`src/rtl/mpsrx_pkg.sv`:
```
// Shared types for the nine-bit serial receiver.
// Assumes: a frame-format code of two bits, where bit 1 means a nine-bit frame.
package mpsrx_pkg;

    typedef enum logic [1:0] {
        FR_IDLE  = 2'd0,
        FR_START = 2'd1,
        FR_DATA  = 2'd2,
        FR_STOP  = 2'd3
    } fr_state_e;

    typedef enum logic [1:0] {
        FMT_SHORT0 = 2'b00,
        FMT_SHORT  = 2'b01,
        FMT_FILT   = 2'b10,
        FMT_ALL    = 2'b11
    } rx_fmt_e;

    // True when the format code selects a nine-bit frame.
    function automatic logic fmt_is_long(input logic [1:0] fmt);
        return fmt[1];
    endfunction

endpackage

```
`src/rtl/mpsrx_sync.sv`:
```
// Line synchronizer and falling-edge detector.
// Assumes: the line idles high; the reset value is high, so a frame cannot
// appear to start when reset is released.
module mpsrx_sync #(
    parameter int STAGES = 2
) (
    input  logic clk,
    input  logic rst_n,
    input  logic line_in,
    output logic line_s,
    output logic fall
);

    logic [STAGES:0] pipe;

    // Shift the asynchronous line through the synchronizer stages and one history stage.
    always_ff @(posedge clk) begin
        if (!rst_n) pipe <= '1;
        else        pipe <= {pipe[STAGES-1:0], line_in};
    end

    assign line_s = pipe[STAGES-1];
    assign fall   = pipe[STAGES] & ~pipe[STAGES-1];

endmodule

```
`src/rtl/mpsrx_bitclk.sv`:
```
// Oversampling bit-phase counter.
// It counts ticks within each bit period and marks the sampling tick and the
// last tick of each bit. A restart pulse realigns the count to a start edge.
// Assumes: OVS >= 4; restart takes priority over a coincident tick.
module mpsrx_bitclk #(
    parameter int OVS = 16
) (
    input  logic clk,
    input  logic rst_n,
    input  logic restart,
    input  logic tick,
    output logic mid,
    output logic last
);

    localparam int CW = $clog2(OVS);
    localparam logic [CW-1:0] MID_PH  = CW'(OVS / 2 - 1);
    localparam logic [CW-1:0] LAST_PH = CW'(OVS - 1);

    logic [CW-1:0] phase;

    // Advance the phase on each tick and wrap at the end of a bit period.
    always_ff @(posedge clk) begin
        if (!rst_n)       phase <= '0;
        else if (restart) phase <= '0;
        else if (tick)    phase <= (phase == LAST_PH) ? '0 : phase + 1'b1;
    end

    assign mid  = tick && !restart && (phase == MID_PH);
    assign last = tick && !restart && (phase == LAST_PH);

endmodule

```
`src/rtl/mpsrx_deframe.sv`:
```
// Frame sequencer.
// It checks the start bit, shifts in the data bits LSB first and samples the
// stop bit. It then emits a one-cycle done pulse with the captured word.
// Short frames finish at the stop-bit midpoint. Long frames finish at the
// stop bit's last tick.
// Assumes: mode is stable at the start edge; the format is latched then.
module mpsrx_deframe #(
    parameter int DATA_W = 8
) (
    input  logic              clk,
    input  logic              rst_n,
    input  logic              rx_en,
    input  logic              line_s,
    input  logic              fall,
    input  logic              mid,
    input  logic              last,
    input  logic [1:0]        mode,
    output logic              restart,
    output logic              done,
    output logic [DATA_W:0]   word,
    output logic [1:0]        fmt_q,
    output logic              stop_q
);
    import mpsrx_pkg::*;

    localparam int SW  = DATA_W + 1;
    localparam int BCW = $clog2(SW + 1);

    fr_state_e         st;
    logic [BCW-1:0]    nbit;
    logic [BCW-1:0]    need;
    logic [DATA_W:0]   sh;
    logic              stop_seen;

    assign restart = (st == FR_IDLE) && fall && rx_en;
    assign need    = fmt_is_long(fmt_q) ? BCW'(SW) : BCW'(DATA_W);

    // Walk one frame: start check, data shifting, stop sampling and done pulse.
    always_ff @(posedge clk) begin
        if (!rst_n) begin
            st        <= FR_IDLE;
            nbit      <= '0;
            sh        <= '0;
            fmt_q     <= '0;
            stop_q    <= 1'b1;
            stop_seen <= 1'b0;
            done      <= 1'b0;
        end else begin
            done <= 1'b0;
            if (!rx_en) begin
                st <= FR_IDLE;
            end else begin
                case (st)
                    FR_IDLE: begin
                        if (fall) begin
                            st    <= FR_START;
                            fmt_q <= mode;
                            nbit  <= '0;
                        end
                    end
                    FR_START: begin
                        if (mid) st <= line_s ? FR_IDLE : FR_DATA;
                    end
                    FR_DATA: begin
                        if (mid) begin
                            sh   <= {line_s, sh[DATA_W:1]};
                            nbit <= nbit + 1'b1;
                            if (nbit == need - 1'b1) begin
                                st        <= FR_STOP;
                                stop_seen <= 1'b0;
                            end
                        end
                    end
                    FR_STOP: begin
                        if (mid) begin
                            stop_q    <= line_s;
                            stop_seen <= 1'b1;
                            if (!fmt_is_long(fmt_q)) begin
                                done <= 1'b1;
                                st   <= FR_IDLE;
                            end
                        end else if (last && stop_seen) begin
                            done <= 1'b1;
                            st   <= FR_IDLE;
                        end
                    end
                    default: st <= FR_IDLE;
                endcase
            end
        end
    end

    // Align the captured bits: a short frame sits in the top DATA_W bits of the shifter.
    always_comb begin
        if (fmt_is_long(fmt_q)) word = sh;
        else                    word = {1'b0, sh[DATA_W:1]};
    end

endmodule

```
`src/rtl/mpsrx_result.sv`:
```
// Result stage.
// It applies the format's acceptance rule, computes the status bit (ninth bit
// or parity error) and holds the data, status, flag and framing-error
// registers.
// Assumes: par_en and par_odd are stable while a frame is received; DATA_W >= 2.
module mpsrx_result #(
    parameter int DATA_W = 8
) (
    input  logic              clk,
    input  logic              rst_n,
    input  logic              done,
    input  logic [DATA_W:0]   word,
    input  logic [1:0]        fmt_q,
    input  logic              stop_q,
    input  logic              par_en,
    input  logic              par_odd,
    input  logic              ri_clr,
    output logic [DATA_W-1:0] rx_data,
    output logic              rx_bit9,
    output logic              ri,
    output logic              frame_err
);
    import mpsrx_pkg::*;

    logic [DATA_W-1:0] dat;
    logic              ninth;
    logic              perr_short;
    logic              perr_long;
    logic              status;
    logic              accept;

    assign dat   = word[DATA_W-1:0];
    assign ninth = word[DATA_W];

    // Parity errors: the short format checks its top bit, the long format its ninth bit.
    assign perr_short = dat[DATA_W-1] ^ (^dat[DATA_W-2:0]) ^ par_odd;
    assign perr_long  = ninth ^ (^dat) ^ par_odd;

    // Choose what the status bit reports for the latched format.
    always_comb begin
        case (fmt_q)
            FMT_FILT: status = ninth;
            FMT_ALL:  status = par_en ? perr_long : ninth;
            default:  status = par_en ? perr_short : 1'b0;
        endcase
    end

    assign accept = done && ((fmt_q != FMT_FILT) || ninth);

    // Record the stop-bit outcome of every completed frame.
    always_ff @(posedge clk) begin
        if (!rst_n)    frame_err <= 1'b0;
        else if (done) frame_err <= ~stop_q;
    end

    // Load the data and status registers from accepted frames only.
    always_ff @(posedge clk) begin
        if (!rst_n) begin
            rx_data <= '0;
            rx_bit9 <= 1'b0;
        end else if (accept) begin
            rx_data <= dat;
            rx_bit9 <= status;
        end
    end

    // Hold the receive-complete flag until the host clears it; a new acceptance wins.
    always_ff @(posedge clk) begin
        if (!rst_n)      ri <= 1'b0;
        else if (accept) ri <= 1'b1;
        else if (ri_clr) ri <= 1'b0;
    end

endmodule

```
`src/rtl/mp_serial_rx.sv`:
```
// Top level of the nine-bit address-filtering serial receiver.
// It chains the synchronizer, the bit-phase counter, the frame sequencer and
// the result stage.
// Assumes: tick16 pulses for one clock at OVS times the bit rate, and the clock
// is several times faster than the tick.
module mp_serial_rx #(
    parameter int DATA_W      = 8,
    parameter int OVS         = 16,
    parameter int SYNC_STAGES = 2
) (
    input  logic              clk,
    input  logic              rst_n,
    input  logic              tick16,
    input  logic              rx_line,
    input  logic              rx_en,
    input  logic [1:0]        mode_sel,
    input  logic              par_en,
    input  logic              par_odd,
    input  logic              ri_clr,
    output logic [DATA_W-1:0] rx_data,
    output logic              rx_bit9,
    output logic              ri,
    output logic              frame_err
);

    logic            line_s;
    logic            line_fall;
    logic            bit_restart;
    logic            bit_mid;
    logic            bit_last;
    logic            fr_done;
    logic [DATA_W:0] fr_word;
    logic [1:0]      fr_fmt;
    logic            fr_stop;

    mpsrx_sync #(.STAGES(SYNC_STAGES)) u_sync (
        .clk     (clk),
        .rst_n   (rst_n),
        .line_in (rx_line),
        .line_s  (line_s),
        .fall    (line_fall)
    );

    mpsrx_bitclk #(.OVS(OVS)) u_bitclk (
        .clk     (clk),
        .rst_n   (rst_n),
        .restart (bit_restart),
        .tick    (tick16),
        .mid     (bit_mid),
        .last    (bit_last)
    );

    mpsrx_deframe #(.DATA_W(DATA_W)) u_deframe (
        .clk     (clk),
        .rst_n   (rst_n),
        .rx_en   (rx_en),
        .line_s  (line_s),
        .fall    (line_fall),
        .mid     (bit_mid),
        .last    (bit_last),
        .mode    (mode_sel),
        .restart (bit_restart),
        .done    (fr_done),
        .word    (fr_word),
        .fmt_q   (fr_fmt),
        .stop_q  (fr_stop)
    );

    mpsrx_result #(.DATA_W(DATA_W)) u_result (
        .clk       (clk),
        .rst_n     (rst_n),
        .done      (fr_done),
        .word      (fr_word),
        .fmt_q     (fr_fmt),
        .stop_q    (fr_stop),
        .par_en    (par_en),
        .par_odd   (par_odd),
        .ri_clr    (ri_clr),
        .rx_data   (rx_data),
        .rx_bit9   (rx_bit9),
        .ri        (ri),
        .frame_err (frame_err)
    );

endmodule

```
`config.mk`:
```
export PLATFORM = sky130hd
export DESIGN_NAME = mp_serial_rx
export DESIGN_NICKNAME = d
export VERILOG_FILES = /design/src/rtl/mpsrx_pkg.sv /design/src/rtl/mpsrx_sync.sv /design/src/rtl/mpsrx_bitclk.sv /design/src/rtl/mpsrx_deframe.sv /design/src/rtl/mpsrx_result.sv /design/src/rtl/mp_serial_rx.sv
export SDC_FILE = /design/constraint.sdc
export NUM_CORES = 1
export LEC_CHECK = 0
export ABC_AREA = 1
export BUFFER_PORTS_ARGS = -buffer_cell sky130_fd_sc_hd__buf_2
export CORE_MARGIN = 5
export CORE_UTILIZATION = 50
export DETAILED_ROUTE_END_ITERATION = 10
export HOLD_SLACK_MARGIN = 0.1
export PLACE_DENSITY = 0.7
export SLEW_MARGIN = 20
export SYNTH_ARGS = -nofsm -noshare
export SYNTH_HDL_FRONTEND = slang
export SYNTH_HIERARCHICAL = 1
export SYNTH_SLANG_ARGS = --single-unit
```
`constraint.sdc`:
```
create_clock -name clk -period 2.3 [get_ports clk]
set_input_delay 0.345 -clock clk [delete_from_list [all_inputs] [get_ports clk]]
set_output_delay 0.345 -clock clk [all_outputs]
set_load 0.1 [all_outputs]
```
## Word level (Yosys, flattened, before mapping)

Cells that the tools add are included.

- Flip-flop bits (word level): 38
- Logic and storage cells: 91

- Add/subtract/negate cells: 3
- Equality and inequality tests: 16
- Muxes and demuxes: 27
- Bitwise logic cells: 8
- Reductions and logical operators: 24

Operators by type and width:

| cell | number |
|---|---|
| $mux W2 | 8 |
| $mux W4 | 3 |
| $reduce_and A3 Y1 | 4 |
| $mux W1 | 11 |
| $mux W9 | 1 |
| $add A4 B1 Y4 const B | 2 |
| $eq A2 B2 Y1 const B | 4 |
| $ne A2 B2 Y1 const B | 4 |
| $pmux W2 S4 | 1 |
| $pmux W4 S2 | 1 |
| $reduce_xor A8 Y1 | 1 |
| $logic_and A1 B1 Y1 | 7 |
| $reduce_xor A7 Y1 | 1 |
| $reduce_and A6 Y1 | 1 |
| $reduce_bool A2 Y1 | 3 |
| $reduce_and A5 Y1 | 1 |
| $eq A4 B3 Y1 const B | 1 |
| $eq A4 B4 Y1 | 1 |
| $eq A4 B4 Y1 const B | 1 |
| $ne A2 B1 Y1 const B | 2 |
| $pmux W1 S2 | 2 |
| $reduce_and A4 Y1 | 1 |
| $sub A4 B1 Y4 const B | 1 |
| $xor A1 B1 Y1 | 4 |
| other kinds (10) | 12 |

## Logic depth before layout (Yosys ltp)

- Depth in word-level cells: 11
- Depth in mapped cells: 16
- Gate-level depth less buffers: 16

## By module

Netlist, hierarchy kept.

Modules (own cells, without submodules):

| module | times used | cells an instance | area each (um^2) | sequential area each (um^2) |
|---|---|---|---|---|
| mpsrx_deframe | 1 | 149 | 1012.2 | 400.4 |
| mpsrx_result | 1 | 89 | 571.8 | 220.2 |
| mpsrx_bitclk | 1 | 28 | 195.2 | 80.1 |
| mpsrx_sync | 1 | 11 | 90.1 | 60.1 |

## Worst setup path after synthesis

OpenSTA, ideal clock, no wires.

- Path type: register -> register
- Start: reg with a tool-made name
- End: reg u_deframe.stop_seen
- Arrival time: 1.880 ns
- Data required time: 2.178 ns
- Slack: 0.299 ns
- Stages on the path, launching flop included: 12
- Path buffers: 0
- Cell sequence: dfxtp_1 inv_2 nor2_4 inv_2 nand2_1 inv_1 nor4_1 nand2_1 nor2_1 a21oi_1 o21ai_0 a21oi_1

RTL lines:

| item | RTL line | source |
|---|---|---|
| to (signal assigned) | mpsrx_deframe.sv:46 | `stop_seen <= 1'b0;` |
| to (signal assigned) | mpsrx_deframe.sv:70 | `stop_seen <= 1'b0;` |
| to (signal assigned) | mpsrx_deframe.sv:77 | `stop_seen <= 1'b1;` |
| to (decl) | mpsrx_deframe.sv:33 | `logic stop_seen;` |

==> metrics.md <==
| Metric | Value |
|---|---|
| Run status | completed |
| Post-CTS clock slew at the launch and capture registers of the worst setup and hold paths | 0.07 ns |
| Post-synthesis xor/xnor area fraction | 0.9371% |
| Floorplan row count | 22 |
| Main combinational cell family by area after synthesis | simple AND/OR/NAND/NOR gates |
| Power per cell area | 567.3 nW/µm² |
| CTS tree | yes |
| Adder-cell share of the synthesized area | 1.339% |
| Net count reported at finish | 312 |
| Vertical extent of the die | 71.15 µm |
| Worst EP required | 2.47 ns |
| Endpoint class of the critical path | flip-flop |
| Clock share of power | 36.9% |
| First-pass GRT wire length | 6106 µm |
| Compound-gate portion of the synthesized area | 17.74% |
| Combined global-route utilization of all metal layers | 14.80% |
| Number of buffers inserted by port buffering | 20 |
| Routed length per instance | 10.49 µm |
| Syn Nets | 289 |
| Highest clock rate | 478.2 MHz |
| Hold-fix buffer count after cts | 0 |
| Final period utilization | 90.91% |
| Ranking of synthesized cells by area | sky130_fd_sc_hd__dfxtp_1 41%, sky130_fd_sc_hd__nand2_1 13%, sky130_fd_sc_hd__inv_1 7.4% |
| Share of cell area taken by muxes after synthesis | 0% |
| Sw Share | 22.60% |
| Synth Instances | 277 |
| Tightest Pin Transition | 0.5016 ns |
| Post-synthesis to final-layout area growth | 13.05% |
| Area fraction in and, or, nand and nor cells after synthesis | 29.32% |
| Vias per std cell | 4.850 |
| Initial cell density of the core | 51.45% |
| Number of antenna violations at the first check in global routing | 0 |
| Internal power consumption | 927.9 µW |
| Cell area after synthesis | 1869 µm² |
| Part of the total power dissipated in combinational logic | 6.8% |
| Number of top-level design ports | 21 |
| Largest net degree at the start of global routing | 32 |
| RSZ-0062 raised after global routing | no |
| Most area-hungry cell type in the Yosys netlist | sky130_fd_sc_hd__dfxtp_1 |
| Skew final | 0.003050 ns |
| Post-route worst hold slack | 0.2351 ns |
| Fin. max-slew vios | 0 |
| Critical Path, Cell by Cell | inv_1 -> nand2_1 -> a21oi_2 -> nand2_1 -> inv_1 -> nor4_4 -> inv_1 -> nand3_1 -> nand3_2 -> nor2_2 -> nand4_1 -> nand2_1 -> a21oi_2 |
| Cell at the slowest stage of the critical path | sky130_fd_sc_hd__dfxtp_1 |
| Final setup violation count | 0 |
| Yosys Warn Count | 6 |
| Count of maximum capacitance violations | 0 |
| Worst Setup Path Type | reg -> reg |
| Total Die Area | 5062 µm² |
| H-Tree Depth | 2 |
| Grt total ovfl | 0 |
| Ant. Diodes | 0 |
| Number of buffers on the longest clock path | 2 |
| Class of the most critical hold timing path | in -> reg |
| Layout cell share with drive strength beyond 1 | 16.05% |
| Hold violation total from the final report | 0 |
| Vias in the first global route | 1483 |
| Synthesized area per cell | 6.748 µm² |
| Die Wd | 71.15 µm |
| Final period demand of the worst path | 2.091 ns |
| Number of vias in the routed layout | 1683 |
| Root buffer cell | sky130_fd_sc_hd__clkbuf_8 |
| Switching power summed over all nets | 270.9 µW |
| DRC violation count after routing | 0 |
| Delay of the slowest cell on the worst path | 0.47 ns |
| Buffers inserted by post-CTS timing repair | 0 |
| DRT iter0 DRCs | 56 |
| Yosys top cell area share | 40.70% |
| Count of clock tree sinks | 38 |
| Sequential area share after synthesis | 40.70% |
| Max VDD drop | 279.7 µV |
| Remaining antenna violation count after routing | 0 |
| Flops & latches, synth | 38 |
| HPWL after DPL | 2652 µm |
| Leakage dissipation | 0.0009907 µW |
| Distinct cell type count of the synthesized netlist | 28 |
| Maximum fanout along the worst path | 6 |
| First-pass iteration count of the detailed router | 4 |
| Fraction of power consumed by sequential logic | 56.3% |
| Sum of negative setup slack | 0 ns |
| CTS Buf Count | 5 |
| Core area | 3633 µm² |
| Final Wtd Congestion | 0.7779 |
| Later-pin clock latency in the skew report | 0.28 ns |
| PnR Total Power | 1199 µW |
| Data arrival time of the worst path | 2.26 ns |
| Rel. slew slack | 66.56% |
| Routed wire length | 3639 µm |
| Kind of start point of the critical path | flip-flop |
## metal layers
layer / global-route usage, % / share of wire, % / vias up / routed length, µm
met2: 25.10 / 47 / 25 / 1699
met4: 6.263 / 1.5 / 0 / 55
met1: 17.46 / 47 / 727 / 1724
met5: 0 / 0 / - / 0
li1: - / - / 926 / -
met3: 3.977 / 4.4 / 5 / 160
## power groups by stage
stage / logic [µW] / registers (µW) / clock network [µW]
detailed placement: 81.1 / 690 / 0
CTS: 81.6 / 675 / 464
global placement: 78.9 / 690 / 0
finish: 81.6 / 675 / 442
floorplan: 58.6 / 687 / 0
global route: 94.4 / 676 / 489
## path summary, 6_finish.rpt
check,from,endpoint,slack (ns),depth (start not counted)
hold / removal,rx_line,u_sync/pipe[0],0.24,3
hold reg to reg,u_sync/pipe[0],u_sync/pipe[1],0.41,2
setup reg to reg,u_deframe/st[0],flip-flop,0.21,13
setup / recovery,u_deframe/st[0],flip-flop,0.21,13
## cell usage in the layout (no fill, tap or decap), types with 4 or more instances in the layout
| master | count |
|---|---|
| sky130_fd_sc_hd__o21ai_0 | 27 |
| sky130_fd_sc_hd__buf_2 | 20 |
| sky130_fd_sc_hd__a21oi_1 | 24 |
| sky130_fd_sc_hd__nand3_1 | 12 |
| sky130_fd_sc_hd__nand2_2 | 4 |
| sky130_fd_sc_hd__clkbuf_8 | 6 |
| sky130_fd_sc_hd__inv_1 | 37 |
| sky130_fd_sc_hd__nand2_1 | 64 |
| sky130_fd_sc_hd__inv_2 | 5 |
| sky130_fd_sc_hd__o21ai_1 | 5 |
| sky130_fd_sc_hd__nor2_1 | 32 |
| sky130_fd_sc_hd__dfxtp_1 | 37 |
## repair_timing
action,in CTS,in global routing
endpoints found under the hold margin,0,0
pin swaps,0,0
setup endpoints to repair,3,8
gates resized for setup,1,2
## critical path: cells and delay by family, from the launching register on
family | cells | cell delay, ns
and+or+nand+nor | 8 | 1.05
DFF | 1 | 0.47
buffers and inverters | 3 | 0.35
AOI/OAI and AO/OA | 2 | 0.10
## cell type report
cell class / instances / area (µm²)
inverter: 43 / 163.9
clock buffer: 6 / 82.58
sequential: 38 / 762.0
tap: 48 / 60.06
multi-input combinational: 191 / 937.1
fill: 378 / 1520
timing repair buffer: 21 / 107.6
## through the flow
stage | area, µm² | std cells | setup slack, ns | util (%)
after floorplan | 1869 | 277 | 0.2988 | -
after global placement | 2014 | 341 | 0.1040 | 55.44
after detailed placement | 2014 | 341 | 0.002329 | 55.44
after CTS | 2103 | 347 | 0.1164 | 57.89
after global routing | 2113 | 347 | 0.01665 | 58.16
final | 2113 | 347 | 0.2090 | 58.16
## kinds of logic (layout without fill, tap and decap cells)
kind of cell / Yosys count / in the layout
xor gates and xnor gates: 2 / 2
buffers and inverters: 48 / 70
and+or+nand+nor: 125 / 125
AOI/OAI and AO/OA: 62 / 62
adders and majority gates: 2 / 2
DFF: 38 / 38
## synthesized netlist by cell type
library cell	number
sky130_fd_sc_hd__nand2_1	64
sky130_fd_sc_hd__dfxtp_1	38
sky130_fd_sc_hd__inv_1	37
sky130_fd_sc_hd__nor2_1	32
sky130_fd_sc_hd__o21ai_0	27
sky130_fd_sc_hd__a21oi_1	24
sky130_fd_sc_hd__nand3_1	12
sky130_fd_sc_hd__inv_2	5
sky130_fd_sc_hd__o21ai_1	5
sky130_fd_sc_hd__nand2_2	4
sky130_fd_sc_hd__a21oi_2	3
sky130_fd_sc_hd__buf_2	3
sky130_fd_sc_hd__nand4_1	3
sky130_fd_sc_hd__nor2_2	3
sky130_fd_sc_hd__a21boi_0	2
sky130_fd_sc_hd__ha_1	2
sky130_fd_sc_hd__nor3_1	2
sky130_fd_sc_hd__buf_1	1
sky130_fd_sc_hd__clkbuf_1	1
sky130_fd_sc_hd__inv_4	1
sky130_fd_sc_hd__nand3_2	1
sky130_fd_sc_hd__nand3b_1	1
sky130_fd_sc_hd__nor2_4	1
sky130_fd_sc_hd__nor2_8	1
sky130_fd_sc_hd__nor4_1	1
sky130_fd_sc_hd__o211a_1	1
sky130_fd_sc_hd__xnor2_1	1
sky130_fd_sc_hd__xor2_1	1
## registers in the layout, summed over array words and instances (netlist names), 2 cells and up, named ones only
register / flops
u_bitclk/phase: 4
u_deframe/fmt_q: 2
u_deframe/nbit: 4
u_deframe/sh: 9
u_result/rx_data: 8
u_sync/pipe: 3
Note: power is estimated with default switching activity, not from simulation.
